--- src/rtl/br_pkg.sv ---
package br_pkg;

  typedef enum logic [3:0] {
    F_NOP,
    F_JC,
    F_JNC,
    F_JB,
    F_JNB,
    F_JBC,
    F_CJ_DIR,
    F_CJ_IMM,
    F_CJ_REG,
    F_CJ_IND,
    F_DJ_REG,
    F_DJ_DIR
  } form_e;

  typedef struct packed {
    form_e      form;
    logic [1:0] len;
    logic [2:0] base_cyc;
    logic       dir_byte;
    logic       rel_in_b3;
  } dec_t;

endpackage

--- src/rtl/br_decode.sv ---
module br_decode
  import br_pkg::*;
#(
  parameter int OPW = 8
) (
  input  logic [OPW-1:0] opcode,
  output dec_t           dec
);

  always_comb begin
    dec = '{form: F_NOP, len: 2'd1, base_cyc: 3'd1, dir_byte: 1'b0, rel_in_b3: 1'b0};
    casez (opcode)
      8'h40:        dec = '{form: F_JC,     len: 2'd2, base_cyc: 3'd3, dir_byte: 1'b0, rel_in_b3: 1'b0};
      8'h50:        dec = '{form: F_JNC,    len: 2'd2, base_cyc: 3'd3, dir_byte: 1'b0, rel_in_b3: 1'b0};
      8'h20:        dec = '{form: F_JB,     len: 2'd3, base_cyc: 3'd4, dir_byte: 1'b0, rel_in_b3: 1'b1};
      8'h30:        dec = '{form: F_JNB,    len: 2'd3, base_cyc: 3'd4, dir_byte: 1'b0, rel_in_b3: 1'b1};
      8'h10:        dec = '{form: F_JBC,    len: 2'd3, base_cyc: 3'd4, dir_byte: 1'b0, rel_in_b3: 1'b1};
      8'hB5:        dec = '{form: F_CJ_DIR, len: 2'd3, base_cyc: 3'd5, dir_byte: 1'b1, rel_in_b3: 1'b1};
      8'hB4:        dec = '{form: F_CJ_IMM, len: 2'd3, base_cyc: 3'd4, dir_byte: 1'b0, rel_in_b3: 1'b1};
      8'b1011_1???: dec = '{form: F_CJ_REG, len: 2'd3, base_cyc: 3'd4, dir_byte: 1'b0, rel_in_b3: 1'b1};
      8'b1011_011?: dec = '{form: F_CJ_IND, len: 2'd3, base_cyc: 3'd5, dir_byte: 1'b0, rel_in_b3: 1'b1};
      8'b1101_1???: dec = '{form: F_DJ_REG, len: 2'd2, base_cyc: 3'd3, dir_byte: 1'b0, rel_in_b3: 1'b0};
      8'hD5:        dec = '{form: F_DJ_DIR, len: 2'd3, base_cyc: 3'd5, dir_byte: 1'b1, rel_in_b3: 1'b1};
      default: ;
    endcase
  end

endmodule

--- src/rtl/br_penalty.sv ---
module br_penalty #(
  parameter int               AW        = 8,
  parameter int               N_PEN     = 7,
  parameter logic [N_PEN*AW-1:0] PEN_ADDRS = {8'hD0, 8'h81, 8'h86, 8'hA8, 8'hB8, 8'hE8, 8'hF8}
) (
  input  logic          dir_byte,
  input  logic [AW-1:0] addr,
  output logic          extra
);

  logic [N_PEN-1:0] match;

  for (genvar g = 0; g < N_PEN; g++) begin : g_cmp
    assign match[g] = (addr == PEN_ADDRS[g*AW +: AW]);
  end

  assign extra = dir_byte && (|match);

endmodule

--- src/rtl/br_resolve.sv ---
module br_resolve
  import br_pkg::*;
#(
  parameter int PC_W = 16,
  parameter int DW   = 8
) (
  input  dec_t            dec,
  input  logic [DW-1:0]   byte2,
  input  logic [DW-1:0]   byte3,
  input  logic [PC_W-1:0] pc,
  input  logic            carry_in,
  input  logic [DW-1:0]   acc,
  input  logic [DW-1:0]   rn,
  input  logic [DW-1:0]   ind,
  input  logic [DW-1:0]   dir,
  input  logic            bit_in,
  output logic            taken,
  output logic            carry_out,
  output logic            wb_reg,
  output logic            wb_dir,
  output logic            bit_clr,
  output logic            jbc_taken,
  output logic [DW-1:0]   wb_data,
  output logic [PC_W-1:0] next_pc
);

  localparam int EXT_W = PC_W - DW;

  logic [DW-1:0]   lhs, rhs, rel, dec_val;
  logic            is_cmp, is_dj;
  logic [PC_W-1:0] seq_pc, offset;

  assign is_cmp = (dec.form == F_CJ_DIR) || (dec.form == F_CJ_IMM) ||
                  (dec.form == F_CJ_REG) || (dec.form == F_CJ_IND);
  assign is_dj  = (dec.form == F_DJ_REG) || (dec.form == F_DJ_DIR);

  always_comb begin
    case (dec.form)
      F_CJ_REG: lhs = rn;
      F_CJ_IND: lhs = ind;
      default:  lhs = acc;
    endcase
    rhs     = (dec.form == F_CJ_DIR) ? dir : byte2;
    dec_val = ((dec.form == F_DJ_DIR) ? dir : rn) - DW'(1);
    rel     = dec.rel_in_b3 ? byte3 : byte2;
  end

  always_comb begin
    case (dec.form)
      F_JC:    taken = carry_in;
      F_JNC:   taken = !carry_in;
      F_JB:    taken = bit_in;
      F_JNB:   taken = !bit_in;
      F_JBC:   taken = bit_in;
      default: begin
        if (is_cmp)     taken = (lhs != rhs);
        else if (is_dj) taken = (dec_val != '0);
        else            taken = 1'b0;
      end
    endcase
  end

  assign carry_out = is_cmp ? (lhs < rhs) : carry_in;
  assign wb_reg    = (dec.form == F_DJ_REG);
  assign wb_dir    = (dec.form == F_DJ_DIR);
  assign jbc_taken = (dec.form == F_JBC) && taken;
  assign bit_clr   = jbc_taken;
  assign wb_data   = dec_val;

  assign seq_pc  = pc + PC_W'(dec.len);
  assign offset  = taken ? {{EXT_W{rel[DW-1]}}, rel} : '0;
  assign next_pc = seq_pc + offset;

endmodule

--- src/rtl/br_exec_unit.sv ---
module br_exec_unit
  import br_pkg::*;
#(
  parameter int PC_W  = 16,
  parameter int DW    = 8,
  parameter int CYC_W = 3
) (
  input  logic             clk,
  input  logic             rst_n,
  input  logic             in_valid,
  output logic             in_ready,
  input  logic [DW-1:0]    in_opcode,
  input  logic [DW-1:0]    in_byte2,
  input  logic [DW-1:0]    in_byte3,
  input  logic [PC_W-1:0]  in_pc,
  input  logic             in_carry,
  input  logic [DW-1:0]    in_acc,
  input  logic [DW-1:0]    in_reg,
  input  logic [DW-1:0]    in_ind,
  input  logic [DW-1:0]    in_dir,
  input  logic             in_bit,
  output logic             out_valid,
  input  logic             out_ready,
  output logic [PC_W-1:0]  out_next_pc,
  output logic             out_taken,
  output logic             out_carry,
  output logic             out_wb_reg,
  output logic             out_wb_dir,
  output logic             out_bit_clr,
  output logic [DW-1:0]    out_wb_data,
  output logic [CYC_W-1:0] out_cycles
);

  localparam int MAX_CYC = 6;

  dec_t            dec;
  logic            taken, carry_n, wb_reg, wb_dir, bit_clr, jbc_taken, pen;
  logic [DW-1:0]   wb_data;
  logic [PC_W-1:0] next_pc;
  logic [CYC_W-1:0] cycles;
  logic            accept;

  br_decode #(.OPW(DW)) u_dec (
    .opcode (in_opcode),
    .dec    (dec)
  );

  br_penalty #(.AW(DW)) u_pen (
    .dir_byte (dec.dir_byte),
    .addr     (in_byte2),
    .extra    (pen)
  );

  br_resolve #(.PC_W(PC_W), .DW(DW)) u_res (
    .dec       (dec),
    .byte2     (in_byte2),
    .byte3     (in_byte3),
    .pc        (in_pc),
    .carry_in  (in_carry),
    .acc       (in_acc),
    .rn        (in_reg),
    .ind       (in_ind),
    .dir       (in_dir),
    .bit_in    (in_bit),
    .taken     (taken),
    .carry_out (carry_n),
    .wb_reg    (wb_reg),
    .wb_dir    (wb_dir),
    .bit_clr   (bit_clr),
    .jbc_taken (jbc_taken),
    .wb_data   (wb_data),
    .next_pc   (next_pc)
  );

  assign cycles   = CYC_W'(dec.base_cyc) + CYC_W'(pen) + CYC_W'(jbc_taken);
  assign in_ready = !out_valid || out_ready;
  assign accept   = in_valid && in_ready;

  always_ff @(posedge clk or negedge rst_n) begin
    if (!rst_n) begin
      out_valid   <= 1'b0;
      out_next_pc <= '0;
      out_taken   <= 1'b0;
      out_carry   <= 1'b0;
      out_wb_reg  <= 1'b0;
      out_wb_dir  <= 1'b0;
      out_bit_clr <= 1'b0;
      out_wb_data <= '0;
      out_cycles  <= '0;
    end else begin
      if (accept) begin
        out_valid   <= 1'b1;
        out_next_pc <= next_pc;
        out_taken   <= taken;
        out_carry   <= carry_n;
        out_wb_reg  <= wb_reg;
        out_wb_dir  <= wb_dir;
        out_bit_clr <= bit_clr;
        out_wb_data <= wb_data;
        out_cycles  <= cycles;
      end else if (out_ready) begin
        out_valid   <= 1'b0;
      end
    end
  end

  a_r11_hold_stable: assert property (@(posedge clk) disable iff (!rst_n)
    out_valid && !out_ready |=> out_valid && $stable(out_next_pc) &&
      $stable(out_cycles) && $stable(out_taken) && $stable(out_carry));

  a_r11_accept: assert property (@(posedge clk) disable iff (!rst_n)
    in_valid && in_ready |=> out_valid);

  a_r11_drain: assert property (@(posedge clk) disable iff (!rst_n)
    out_valid && out_ready && !in_valid |=> !out_valid);

  a_r4_clr_only_taken: assert property (@(posedge clk) disable iff (!rst_n)
    out_valid && out_bit_clr |-> out_taken);

  a_r8_single_wb: assert property (@(posedge clk) disable iff (!rst_n)
    out_valid |-> $onehot0({out_wb_reg, out_wb_dir, out_bit_clr}));

  a_r10_cycle_range: assert property (@(posedge clk) disable iff (!rst_n)
    out_valid |-> (out_cycles != '0) && (out_cycles <= CYC_W'(MAX_CYC)));

endmodule

--- config.mk ---
export PLATFORM = sky130hd
export DESIGN_NAME = br_exec_unit
export DESIGN_NICKNAME = d
export VERILOG_FILES = /design/src/rtl/br_pkg.sv /design/src/rtl/br_decode.sv /design/src/rtl/br_penalty.sv /design/src/rtl/br_resolve.sv /design/src/rtl/br_exec_unit.sv
export SDC_FILE = /design/constraint.sdc
export NUM_CORES = 1
export LEC_CHECK = 0
export BUFFER_PORTS_ARGS = -buffer_cell sky130_fd_sc_hd__buf_2
export CORE_MARGIN = 2
export CORE_UTILIZATION = 47
export DETAILED_ROUTE_END_ITERATION = 6
export PLACE_DENSITY = 0.83
export SLEW_MARGIN = 20
export SYNTH_ARGS = -nofsm -noshare
export SYNTH_HDL_FRONTEND = slang
export SYNTH_SLANG_ARGS = --single-unit
export TNS_END_PERCENT = 50
--- constraint.sdc ---
create_clock -name clk -period 1.3 [get_ports clk]
set_input_delay 0.195 -clock clk [delete_from_list [all_inputs] [get_ports clk]]
set_output_delay 0.195 -clock clk [all_outputs]
set_load 0.02 [all_outputs]
==> results by group, run 1 <==
Clock network
  • H-tree Lvls: 2
  • Clk slew on worst S/H paths: 0.07 ns
  • CTS buffer count: 5
  • Clk Latency, worst-skew pair: 0.28 ns
  • TritonCTS Sinks: 33
  • CTS tree: yes
  • Max Buffers Root-to-Sink: 2
  • Root Driver: clkbuf_8

Synth
  • Distinct cells, synth: 58
  • Mapped Cells: 387
  • Top post-synthesis cells by area: dfrtp_1, ha_1, o21ai_0, mux2i_1, nand2_1
  • Area share of the largest cell type after synthesis: 24.76%
  • Mapped Area: 3336 µm²
  • Area leader, netlist: dfrtp_1
  • Synth Flop Type: dfrtp_1
  • Syn avg cell area: 8.619 µm²
  • Sequential fraction of the synthesis area: 24.76%
  • Number of synthesized register bits: 33
  • Post-synth EDFFs: 0
  • Asr flop ratio synth: 100.0%
  • Top cells by count, synth: o21ai_0, nand2_1, ha_1
  • Synthesis warning total: 0
  • Syn_nets: 507
  • Count leader, synth: o21ai_0

Finish
  • Post-layout net count: 737
  • Layout area overhead: 66.20%
  • Max reg flops: 16
  • Filler instances: 396
  • Fraction of layout cells with a size suffix above 1: 53.81%
  • Antenna Cells: 0
  • Biggest regs: out_next_pc x16, out_wb_data x8, out_cycles x3
  • Biggest register: out_next_pc

Drt
  • DRC violations left: 0
  • Vias: 4,114
  • Final ANT Viol Nets: 0
  • Drt pass-1 iters: 4
  • Drt wl/cell: 17.97 µm
  • Drt via density: 5.770
  • DRT iter0 DRCs: 280
  • Drt total wl: 12.81 mm

Die
  • # IOs: 112
  • Die height: 88.25 µm
  • Chip width: 88.25 µm
  • Starting density of the core: 48.83%
  • Row cnt: 30
  • Core area: 6832 µm²
  • Die area: 7787 µm²

STA
  • WHS: 0.1539 ns
  • Post-route setup slack: -3.838 ns
  • RSZ-0062 raised after global routing: true
  • Setup Viol. Count Final: 28
  • Least-Margin Pin Slew: 0.4400 ns
  • Slew headroom: 70.67%
  • Tmin final: 5.138 ns
  • Final Cycle Share: 395.3%
  • F_max: 194.6 MHz
  • Clock skew: 0.006311 ns
  • Final Hold Viols: 0
  • Slew Viols, Final: 0

Power and ir drop
  • Pleak: 0.002695 µW
  • Maximum VDD drop: 0.7633 mV
  • Pwr/cell area: 686.5 nW/µm²
  • Tot Pwr: 3806 µW

Hold path
  • Hold/Removal Path Class: input pin to register
  • Hold path cells: 2

Critical path
  • Crit path kind: input pin to register
  • CP dominant cell by count: buf_4
  • Number of stages on the worst setup path: 27
  • CP max stage delay: 0.35 ns
  • Cell family with the largest share of critical-path delay: simple AND/OR/NAND/NOR gates
  • Critical path peak fanout: 5
  • Slowest-stage cell, CP: mux2_2
  • WP buf/inv: 7
  • Cells on worst reg2reg path: 4
  • Critical path arrival: 5.31 ns
  • Worst endpoint required time: 1.47 ns
  • Crit end category: register
  • Startpoint types: input pin

GRT
  • Grt ovf: 0
  • Largest net degree at the start of global routing: 34
  • Initial antenna violation count: 0
  • All-layer global routing usage: 30.42%
  • Vias in the first global route: 3,999
  • First-pass GRT wire length: 18.56 mm

Placed design
  • GP Congestion: 0.9401
  • Post-DP HPWL: 8.726 mm
  • Port bufs: 111

Status
  • Failing checks: setup timing
  • Status: finished with violations

Job
  • Max-cap viol count: 0
-- routing by layer --
| layer | vias up | part of all wire (%) | track usage [%] |
|---|---|---|---|
| met5 | - | 0 | 0 |
| met4 | 0 | 4.5 | 9.366 |
| met3 | 64 | 5.7 | 3.825 |
| met2 | 206 | 51 | 56.39 |
| met1 | 1964 | 39 | 36.55 |
| li1 | 1880 | - | - |
-- cell type report --
| cell class | count | area [µm²] | area share, % |
|---|---|---|---|
| clock buffer | 7 | 86.33 | 1.557 |
| inverter | 12 | 45.04 | 0.8125 |
| multi-input combinational | 328 | 2846 | 51.34 |
| sequential | 33 | 825.8 | 14.90 |
| tap | 96 | 120.1 | 2.167 |
| timing repair buffer | 237 | 1620 | 29.23 |
-- power breakdown --
group	switching (µW)	internal (µW)
registers	80.5	1180
clock network	380	421
logic	941	808
-- worst paths after layout --
| check | start | end | slack [ns] |
|---|---|---|---|
| worst max-delay path | in_opcode[6] | out_next_pc[15] | -3.84 |
| worst min-delay path | in_valid | out_valid | 0.15 |
| worst max register to register | out_valid | out_bit_clr | 0.06 |
| worst min register to register | out_next_pc[14] | out_next_pc[14] | 0.48 |
| max in group asynchronous | rst_n | out_wb_reg | 0.50 |
| min in group asynchronous | rst_n | out_wb_data[0] | 0.48 |
-- cells in the final DEF (no fill, tap or decap), types with 6 or more instances in the layout --
cell type	n
mux2_2	9
nor2_1	23
buf_6	9
clkbuf_8	6
xor2_1	9
mux2i_1	15
nand2_1	41
buf_2	106
nor2b_1	6
inv_1	8
a22oi_2	7
xnor2_1	12
dfrtp_1	33
or3_1	8
ha_1	26
ha_4	9
o21ai_1	24
o21ai_0	14
a21o_1	7
buf_4	115
o21ai_2	8
a21oi_1	8
-- per-stage QoR --
stage	setup slack (ns)	instances	cell area [µm²]	setup TNS (ns)	utilization [%]
global route	-3.994	713	5544	-70.67	81.15
CTS	-3.667	704	5246	-62.83	76.79
finish	-3.838	713	5544	-66.65	81.15
floorplan	-3.637	387	3451	-62.49	-
detailed placement	-4.233	687	4898	-75.60	71.70
global placement	-4.005	687	4898	-71.67	71.70
-- cell families (layout without fill, tap and decap cells) --
family / after synthesis / after routing / synth area share, %
AO/OA/AOI/OAI: 101 / 101 / 19.02
XOR/XNOR: 23 / 23 / 6.039
adder cells (fa/ha/maj): 42 / 42 / 16.65
buffers and inverters: 26 / 256 / 3.226
flip-flops: 33 / 33 / 24.76
multiplexers: 26 / 26 / 8.177
AND/OR/NAND/NOR: 136 / 136 / 22.13
-- repair_timing --
item	in CTS	in global routing
endpoints found under the hold margin	33	0
cloned	0	0
setup buffers	10	9
gates resized for setup	54	43
hold buffers	1	0
endpoints found under the setup margin	28	31
pin swaps	37	36
(Power assumes the default switching activity.)
==> run 2, diff against run 1 <==
CORE_ASPECT_RATIO = 1.4   (was not set)
SKIP_LAST_GASP = 1   (was not set)
==> results by group, run 2 (synthesized netlist as in run 1, its figures left out) <==
Critical path
  • Worst R2R End: out_wb_reg (was out_bit_clr)
  • Crit end category: register (unchanged)
  • Startpoint types: input pin (unchanged)
  • Cells on worst reg2reg path: 5 (was 4)
  • Critical path peak fanout: 8 (was 5)
  • Slowest-stage cell, CP: or4_1 (was mux2_2)
  • Worst endpoint required time: 1.48 ns (was 1.47 ns)
  • Cell family with the largest share of critical-path delay: compound AO/OA/AOI/OAI gates (was simple AND/OR/NAND/NOR gates)
  • CP max stage delay: 0.52 ns (was 0.35 ns)
  • Crit path kind: input pin to register (unchanged)
  • Worst R2R Start: out_valid (unchanged)
  • Critical path arrival: 5.77 ns (was 5.31 ns)
  • Reg2reg setup slack: 0.08 ns (was 0.06 ns)
  • WP buf/inv: 6 (was 7)

Drt
  • Final ANT Viol Nets: 0 (unchanged)
  • Drt total wl: 18.44 mm (was 12.81 mm)
  • Drt pass-1 iters: 5 (was 4)
  • Drt wl/cell: 24.45 µm (was 17.97 µm)
  • Vias: 4,847 (was 4,114)
  • DRC violations left: 0 (unchanged)
  • DRT iter0 DRCs: 561 (was 280)
  • Drt via density: 6.428 (was 5.770)

STA
  • Clock skew: 0.009685 ns (was 0.006311 ns)
  • Setup Viol. Count Final: 29 (was 28)
  • Post-route setup slack: -4.290 ns (was -3.838 ns)
  • Final Hold Viols: 0 (unchanged)
  • F_max: 178.9 MHz (was 194.6 MHz)
  • Least-Margin Pin Slew: 0.4598 ns (was 0.4400 ns)
  • RSZ-0062 raised after global routing: true (unchanged)
  • Final TNS setup: -79.42 ns (was -66.65 ns)
  • Slew Viols, Final: 0 (unchanged)
  • Tmin final: 5.590 ns (was 5.138 ns)
  • Final Cycle Share: 430.0% (was 395.3%)
  • Slew headroom: 68.47% (was 70.67%)

Power and ir drop
  • Pleak: 0.002939 µW (was 0.002695 µW)
  • Pwr/cell area: 688.1 nW/µm² (was 686.5 nW/µm²)
  • Maximum VDD drop: 0.7871 mV (was 0.7633 mV)

Hold path
  • Hold wc startpoint: in_valid (unchanged)
  • Hold path cells: 2 (unchanged)
  • Hold/Removal Path Class: input pin to register (unchanged)
  • Hold path endpoint: out_valid (unchanged)

Clock network
  • Max Buffers Root-to-Sink: 2 (unchanged)
  • Clk slew on worst S/H paths: 0.07 ns (about the same)
  • TritonCTS Sinks: 33 (unchanged)
  • CTS buffer count: 5 (unchanged)
  • Root Driver: clkbuf_8 (unchanged)
  • CTS tree: yes (unchanged)
  • H-tree Lvls: 2 (unchanged)
  • Clk Latency, worst-skew pair: 0.30 ns (was 0.28 ns)

Placed design
  • DP Area: 4910 µm² (was 4898 µm²)
  • Post-DP HPWL: 9.134 mm (was 8.726 mm)
  • Post-placement worst setup slack: -4.106 ns (was -4.233 ns)
  • GP Congestion: 0.9735 (was 0.9401)
  • Port bufs: 111 (unchanged)

Finish
  • Biggest regs: out_next_pc x16, out_wb_data x8, out_cycles x3 (unchanged)
  • Cell area after layout: 6023 µm² (was 5544 µm²)
  • Commonest non-fill, non-tap cell in the layout: buf_4 (unchanged)
  • Max reg flops: 16 (unchanged)
  • Most frequent cells in the layout: buf_4, buf_2, nand2_1 (unchanged)
  • Antenna Cells: 0 (unchanged)
  • Filler instances: 355 (was 396)
  • Biggest register: out_next_pc (unchanged)
  • Fraction of layout cells with a size suffix above 1: 59.18% (was 53.81%)
  • Layout area overhead: 80.57% (was 66.20%)
  • Post-layout net count: 780 (was 737)

Status
  • Failing checks: setup timing (unchanged)
  • Status: finished with violations (unchanged)

Die
  • Row cnt: 36 (was 30)
  • Die area: 7797 µm² (was 7787 µm²)
  • # IOs: 112 (unchanged)
  • Die height: 103.7 µm (was 88.25 µm)
  • Chip width: 75.20 µm (was 88.25 µm)
  • Core area: 6937 µm² (was 6832 µm²)
  • Starting density of the core: 48.09% (was 48.83%)

Job
  • Max-cap viol count: 0 (unchanged)

GRT
  • First-pass GRT wire length: 23.87 mm (was 18.56 mm)
  • Grt ovf: 0 (unchanged)
  • Vias in the first global route: 4,748 (was 3,999)
  • All-layer global routing usage: 40.66% (was 30.42%)
  • Initial antenna violation count: 0 (unchanged)
  • Largest net degree at the start of global routing: 35 (was 34)
-- run 2: changes by cell type in the layout (fill, tap and decap cells not counted), sizes merged --
cell	before	now
clkbuf	7	5
clkinv	0	1
buf	236	279
-- run 2: layout make-up --
| cell class | instances | area, µm² | area share, % |
|---|---|---|---|
| timing repair buffer | 280 | 1966 | 32.63 |
| inverter | 12 | 45.04 | 0.7478 |
| multi-input combinational | 328 | 2994 | 49.71 |
| clock buffer | 5 | 68.82 | 1.143 |
| clock inverter | 1 | 5.005 | 0.08309 |
| sequential | 33 | 825.8 | 13.71 |
| tap | 95 | 118.9 | 1.973 |
-- run 2: worst register-to-register path, delay by kind of cell, from the launching register on --
family | cells | cell delay, ns
buffers and inverters | 1 | 0.17
and+or+nand+nor | 3 | 0.39
DFF | 1 | 0.37
AOI/OAI and AO/OA | 1 | 0.22
-- run 2: what timing repair did --
item                                    4_1_cts  5_1_grt
pin swaps                                    41       31
hold buffers                                  1        0
resized for setup                            87       43
endpoints found under the setup margin       29       30
setup buffers                                50       16
endpoints found under the hold margin        33        0
-- run 2: worst max-delay path by stage --
stage,from,to,slack (ns),cells past startpoint
floorplan,in_opcode[5],out_next_pc[15],-3.64,29
global placement,in_opcode[5],out_next_pc[15],-4.02,27
detailed placement,in_opcode[6],out_next_pc[15],-4.11,29
CTS,in_opcode[6],out_next_pc[15],-3.61,29
global route,in_opcode[6],out_carry,-4.56,38
finish,in_opcode[6],out_next_pc[14],-4.29,31
-- run 2: routing by layer --
metal | vias up | part of all wire (%) | track usage [%]
met2 | 447 | 47 | 68.11
met1 | 2259 | 32 | 43.70
met4 | 0 | 11 | 30.08
met5 | - | 0 | 0
met3 | 182 | 9.4 | 6.809
li1 | 1959 | - | -
-- run 2: through the flow --
| stage | instances | utilization (%) | hold slack [ns] | power (µW) |
|---|---|---|---|---|
| after global routing | 754 | 86.83 | 0.1592 | 4241 |
| final | 754 | 86.83 | 0.1491 | 4144 |
| after global placement | 691 | 70.78 | 0.2365 | 2750 |
| after CTS | 740 | 81.89 | 0.1609 | 3738 |
| after detailed placement | 691 | 70.78 | 0.2482 | 2807 |
| after floorplan | 387 | - | -0.1006 | 2062 |
-- run 2: report_power, final --
group	internal, µW	total [µW]	switching (µW)
clock network	352	741	389
registers	1180	1270	98.3
logic	955	2130	1170
total	2480	4140	1660
==> run 3, diff against run 2 <==
REMOVE_ABC_BUFFERS = 1   (was not set)
==> results by group, run 3 (synthesized netlist as in run 1, its figures left out) <==
GRT
  • First-pass GRT wire length: 20.11 mm (was 23.87 mm)
  • Grt ovf: 0 (unchanged)
  • Initial antenna violation count: 0 (unchanged)
  • Largest net degree at the start of global routing: 34 (was 35)
  • Vias in the first global route: 4,372 (was 4,748)
  • All-layer global routing usage: 33.16% (was 40.66%)

Finish
  • Biggest register: out_next_pc (unchanged)
  • Fraction of layout cells with a size suffix above 1: 55.94% (was 59.18%)
  • Cell area after layout: 5680 µm² (was 6023 µm²)
  • Area occupied by multi-input gates: 2902 µm² (was 2994 µm²)
  • Antenna Cells: 0 (unchanged)
  • Most frequent cells in the layout: buf_4, buf_2, nand2_1 (unchanged)
  • Commonest non-fill, non-tap cell in the layout: buf_4 (unchanged)
  • Layout area overhead: 70.29% (was 80.57%)
  • Max reg flops: 16 (unchanged)
  • Filler instances: 410 (was 355)
  • Sequential Area: 825.8 µm² (unchanged)
  • Post-layout net count: 750 (was 780)
  • Biggest regs: out_next_pc x16, out_wb_data x8, out_cycles x3 (unchanged)

Drt
  • Drt pass-1 iters: 5 (unchanged)
  • Final ANT Viol Nets: 0 (unchanged)
  • DRC violations left: 0 (unchanged)
  • Drt via density: 5.899 (was 6.428)
  • Vias: 4,283 (was 4,847)
  • Drt total wl: 14.45 mm (was 18.44 mm)
  • DRT iter0 DRCs: 189 (was 561)
  • Drt wl/cell: 19.91 µm (was 24.45 µm)

Power and ir drop
  • Power Internal: 2664 µW (was 2484 µW)
  • Tot Pwr: 4201 µW (was 4144 µW)
  • Sequential share of power: 29.9% (was 30.8%)
  • Clk pwr share: 25.1% (was 17.9%)
  • Switching Share: 36.58% (was 40.08%)
  • Maximum VDD drop: 0.6150 mV (was 0.7871 mV)
  • Pwr/cell area: 739.5 nW/µm² (was 688.1 nW/µm²)
  • Pleak: 0.002738 µW (was 0.002939 µW)
  • Psw: 1536 µW (was 1661 µW)
  • Combinational power share: 45.0% (was 51.3%)

STA
  • Slew Viols, Final: 0 (unchanged)
  • F_max: 185.8 MHz (was 178.9 MHz)
  • Final Cycle Share: 414.0% (was 430.0%)
  • WHS: 0.1379 ns (was 0.1491 ns)
  • Clock skew: 0.007655 ns (was 0.009685 ns)
  • Least-Margin Pin Slew: 0.5006 ns (was 0.4598 ns)
  • Tmin final: 5.382 ns (was 5.590 ns)
  • Slew headroom: 66.40% (was 68.47%)
  • Post-route setup slack: -4.082 ns (was -4.290 ns)
  • RSZ-0062 raised after global routing: true (unchanged)
  • Final Hold Viols: 0 (unchanged)
  • Setup Viol. Count Final: 29 (unchanged)

Die
  • # IOs: 112 (unchanged)
  • Starting density of the core: 48.09% (unchanged)
  • Die height: 103.7 µm (unchanged)
  • Chip width: 75.20 µm (unchanged)
  • Row cnt: 36 (unchanged)
  • Die area: 7797 µm² (unchanged)
  • Core area: 6937 µm² (unchanged)

Placed design
  • Post-placement worst setup slack: -4.427 ns (was -4.106 ns)
  • Post-DP HPWL: 8.775 mm (was 9.134 mm)
  • GP Congestion: 0.9982 (was 0.9735)
  • DP Area: 4798 µm² (was 4910 µm²)
  • Port bufs: 111 (unchanged)

Clock network
  • Clk Latency, worst-skew pair: 0.30 ns (about the same)
  • CTS buffer count: 5 (unchanged)
  • Root Driver: clkbuf_8 (unchanged)
  • Max Buffers Root-to-Sink: 2 (unchanged)
  • TritonCTS Sinks: 33 (unchanged)
  • H-tree Lvls: 2 (unchanged)
  • Clk slew on worst S/H paths: 0.08 ns (was 0.07 ns)
  • CTS tree: yes (unchanged)

Critical path
  • Critical path arrival: 5.57 ns (was 5.77 ns)
  • Startpoint types: input pin (unchanged)
  • CP Launch Point: in_opcode[6] (unchanged)
  • Crit end category: register (unchanged)
  • CP dominant cell by count: o21ai_2
  • Critical path peak fanout: 8 (unchanged)
  • WP buf/inv: 5 (was 6)
  • Cells on worst reg2reg path: 4 (was 5)
  • Worst R2R Start: out_valid (unchanged)
  • Worst endpoint required time: 1.48 ns (about the same)
  • Cell family with the largest share of critical-path delay: compound AO/OA/AOI/OAI gates (unchanged)
  • Crit path kind: input pin to register (unchanged)
  • Number of stages on the worst setup path: 31 (unchanged)
  • CP max stage delay: 0.51 ns (was 0.52 ns)
  • Slowest-stage cell, CP: fa_1 (was or4_1)

Job
  • Max-cap viol count: 0 (unchanged)

Hold path
  • Hold/Removal Path Class: input pin to register (unchanged)
  • Hold path cells: 2 (unchanged)
  • Hold wc startpoint: in_valid (unchanged)

Status
  • Failing checks: setup timing (unchanged)
  • Status: finished with violations (unchanged)
-- run 3: cell types whose count changed in the layout (fill, tap and decap cells not counted), moves of 3 or more --
cell,before,now
buf_4,150,130
buf_6,19,7
a22oi_1,3,6
a22oi_2,6,3
buf_2,105,108
mux2_2,7,10
mux2_4,3,0
mux2i_4,3,0
-- run 3: per-stage QoR --
| step | instances | setup TNS [ns] | utilization (%) |
|---|---|---|---|
| final | 726 | -72.64 | 81.89 |
| after global placement | 689 | -76.58 | 69.17 |
| after global routing | 726 | -77.32 | 81.89 |
| after detailed placement | 689 | -79.50 | 69.17 |
| after floorplan | 373 | -77.81 | - |
| after CTS | 731 | -68.14 | 76.10 |
-- run 3: area by class of cell --
class / count / area share, %
Clock buffer: 7 / 1.520
Tap cell: 95 / 2.093
Sequential cell: 33 / 14.54
Clock inverter: 1 / 0.5286
Inverter: 12 / 0.7930
Multi-Input combinational cell: 328 / 51.08
Timing Repair Buffer: 250 / 29.45
-- run 3: worst reg2reg max path, stage by stage, from the launching register on --
cell      delay (ns)
dfrtp_1         0.34
nand2b_1        0.07
nand2_1         0.11
buf_12          0.19
mux2_2          0.39
-- run 3: power by group through the flow --
| stage | sequential [µW] | clock [µW] | combinational, µW |
|---|---|---|---|
| after floorplan | 1460 | 0 | 536 |
| after global placement | 1260 | 0 | 1420 |
| after detailed placement | 1270 | 0 | 1480 |
| after CTS | 1250 | 1040 | 1610 |
| after global routing | 1270 | 1080 | 2010 |
| final | 1260 | 1050 | 1890 |
-- run 3: worst paths after layout --
kind | slack (ns) | end
worst max-delay path | -4.08 | out_next_pc[15]
worst min-delay path | 0.14 | out_valid
worst max register to register | 0.07 | out_next_pc[0]
worst min register to register | 0.48 | out_wb_data[3]
max in group asynchronous | 0.51 | out_valid
min in group asynchronous | 0.46 | out_next_pc[3]
-- run 3: layer usage --
layer | wire length [µm] | vias up | global-route usage (%)
li1 | - | 1906 | -
met1 | 4936 | 1993 | 34.66
met2 | 7357 | 278 | 57.33
met3 | 965 | 106 | 5.253
met4 | 1191 | 0 | 23.31
met5 | 0 | - | 0
-- run 3: what timing repair did --
action / CTS / global route
endpoints found under the hold margin: 33 / 0
hold buffers: 1 / 0
setup buffers: 32 / 16
setup endpoints to repair: 29 / 31
cloned: 1 / 0
gates resized for setup: 44 / 97
pin swaps: 19 / 63
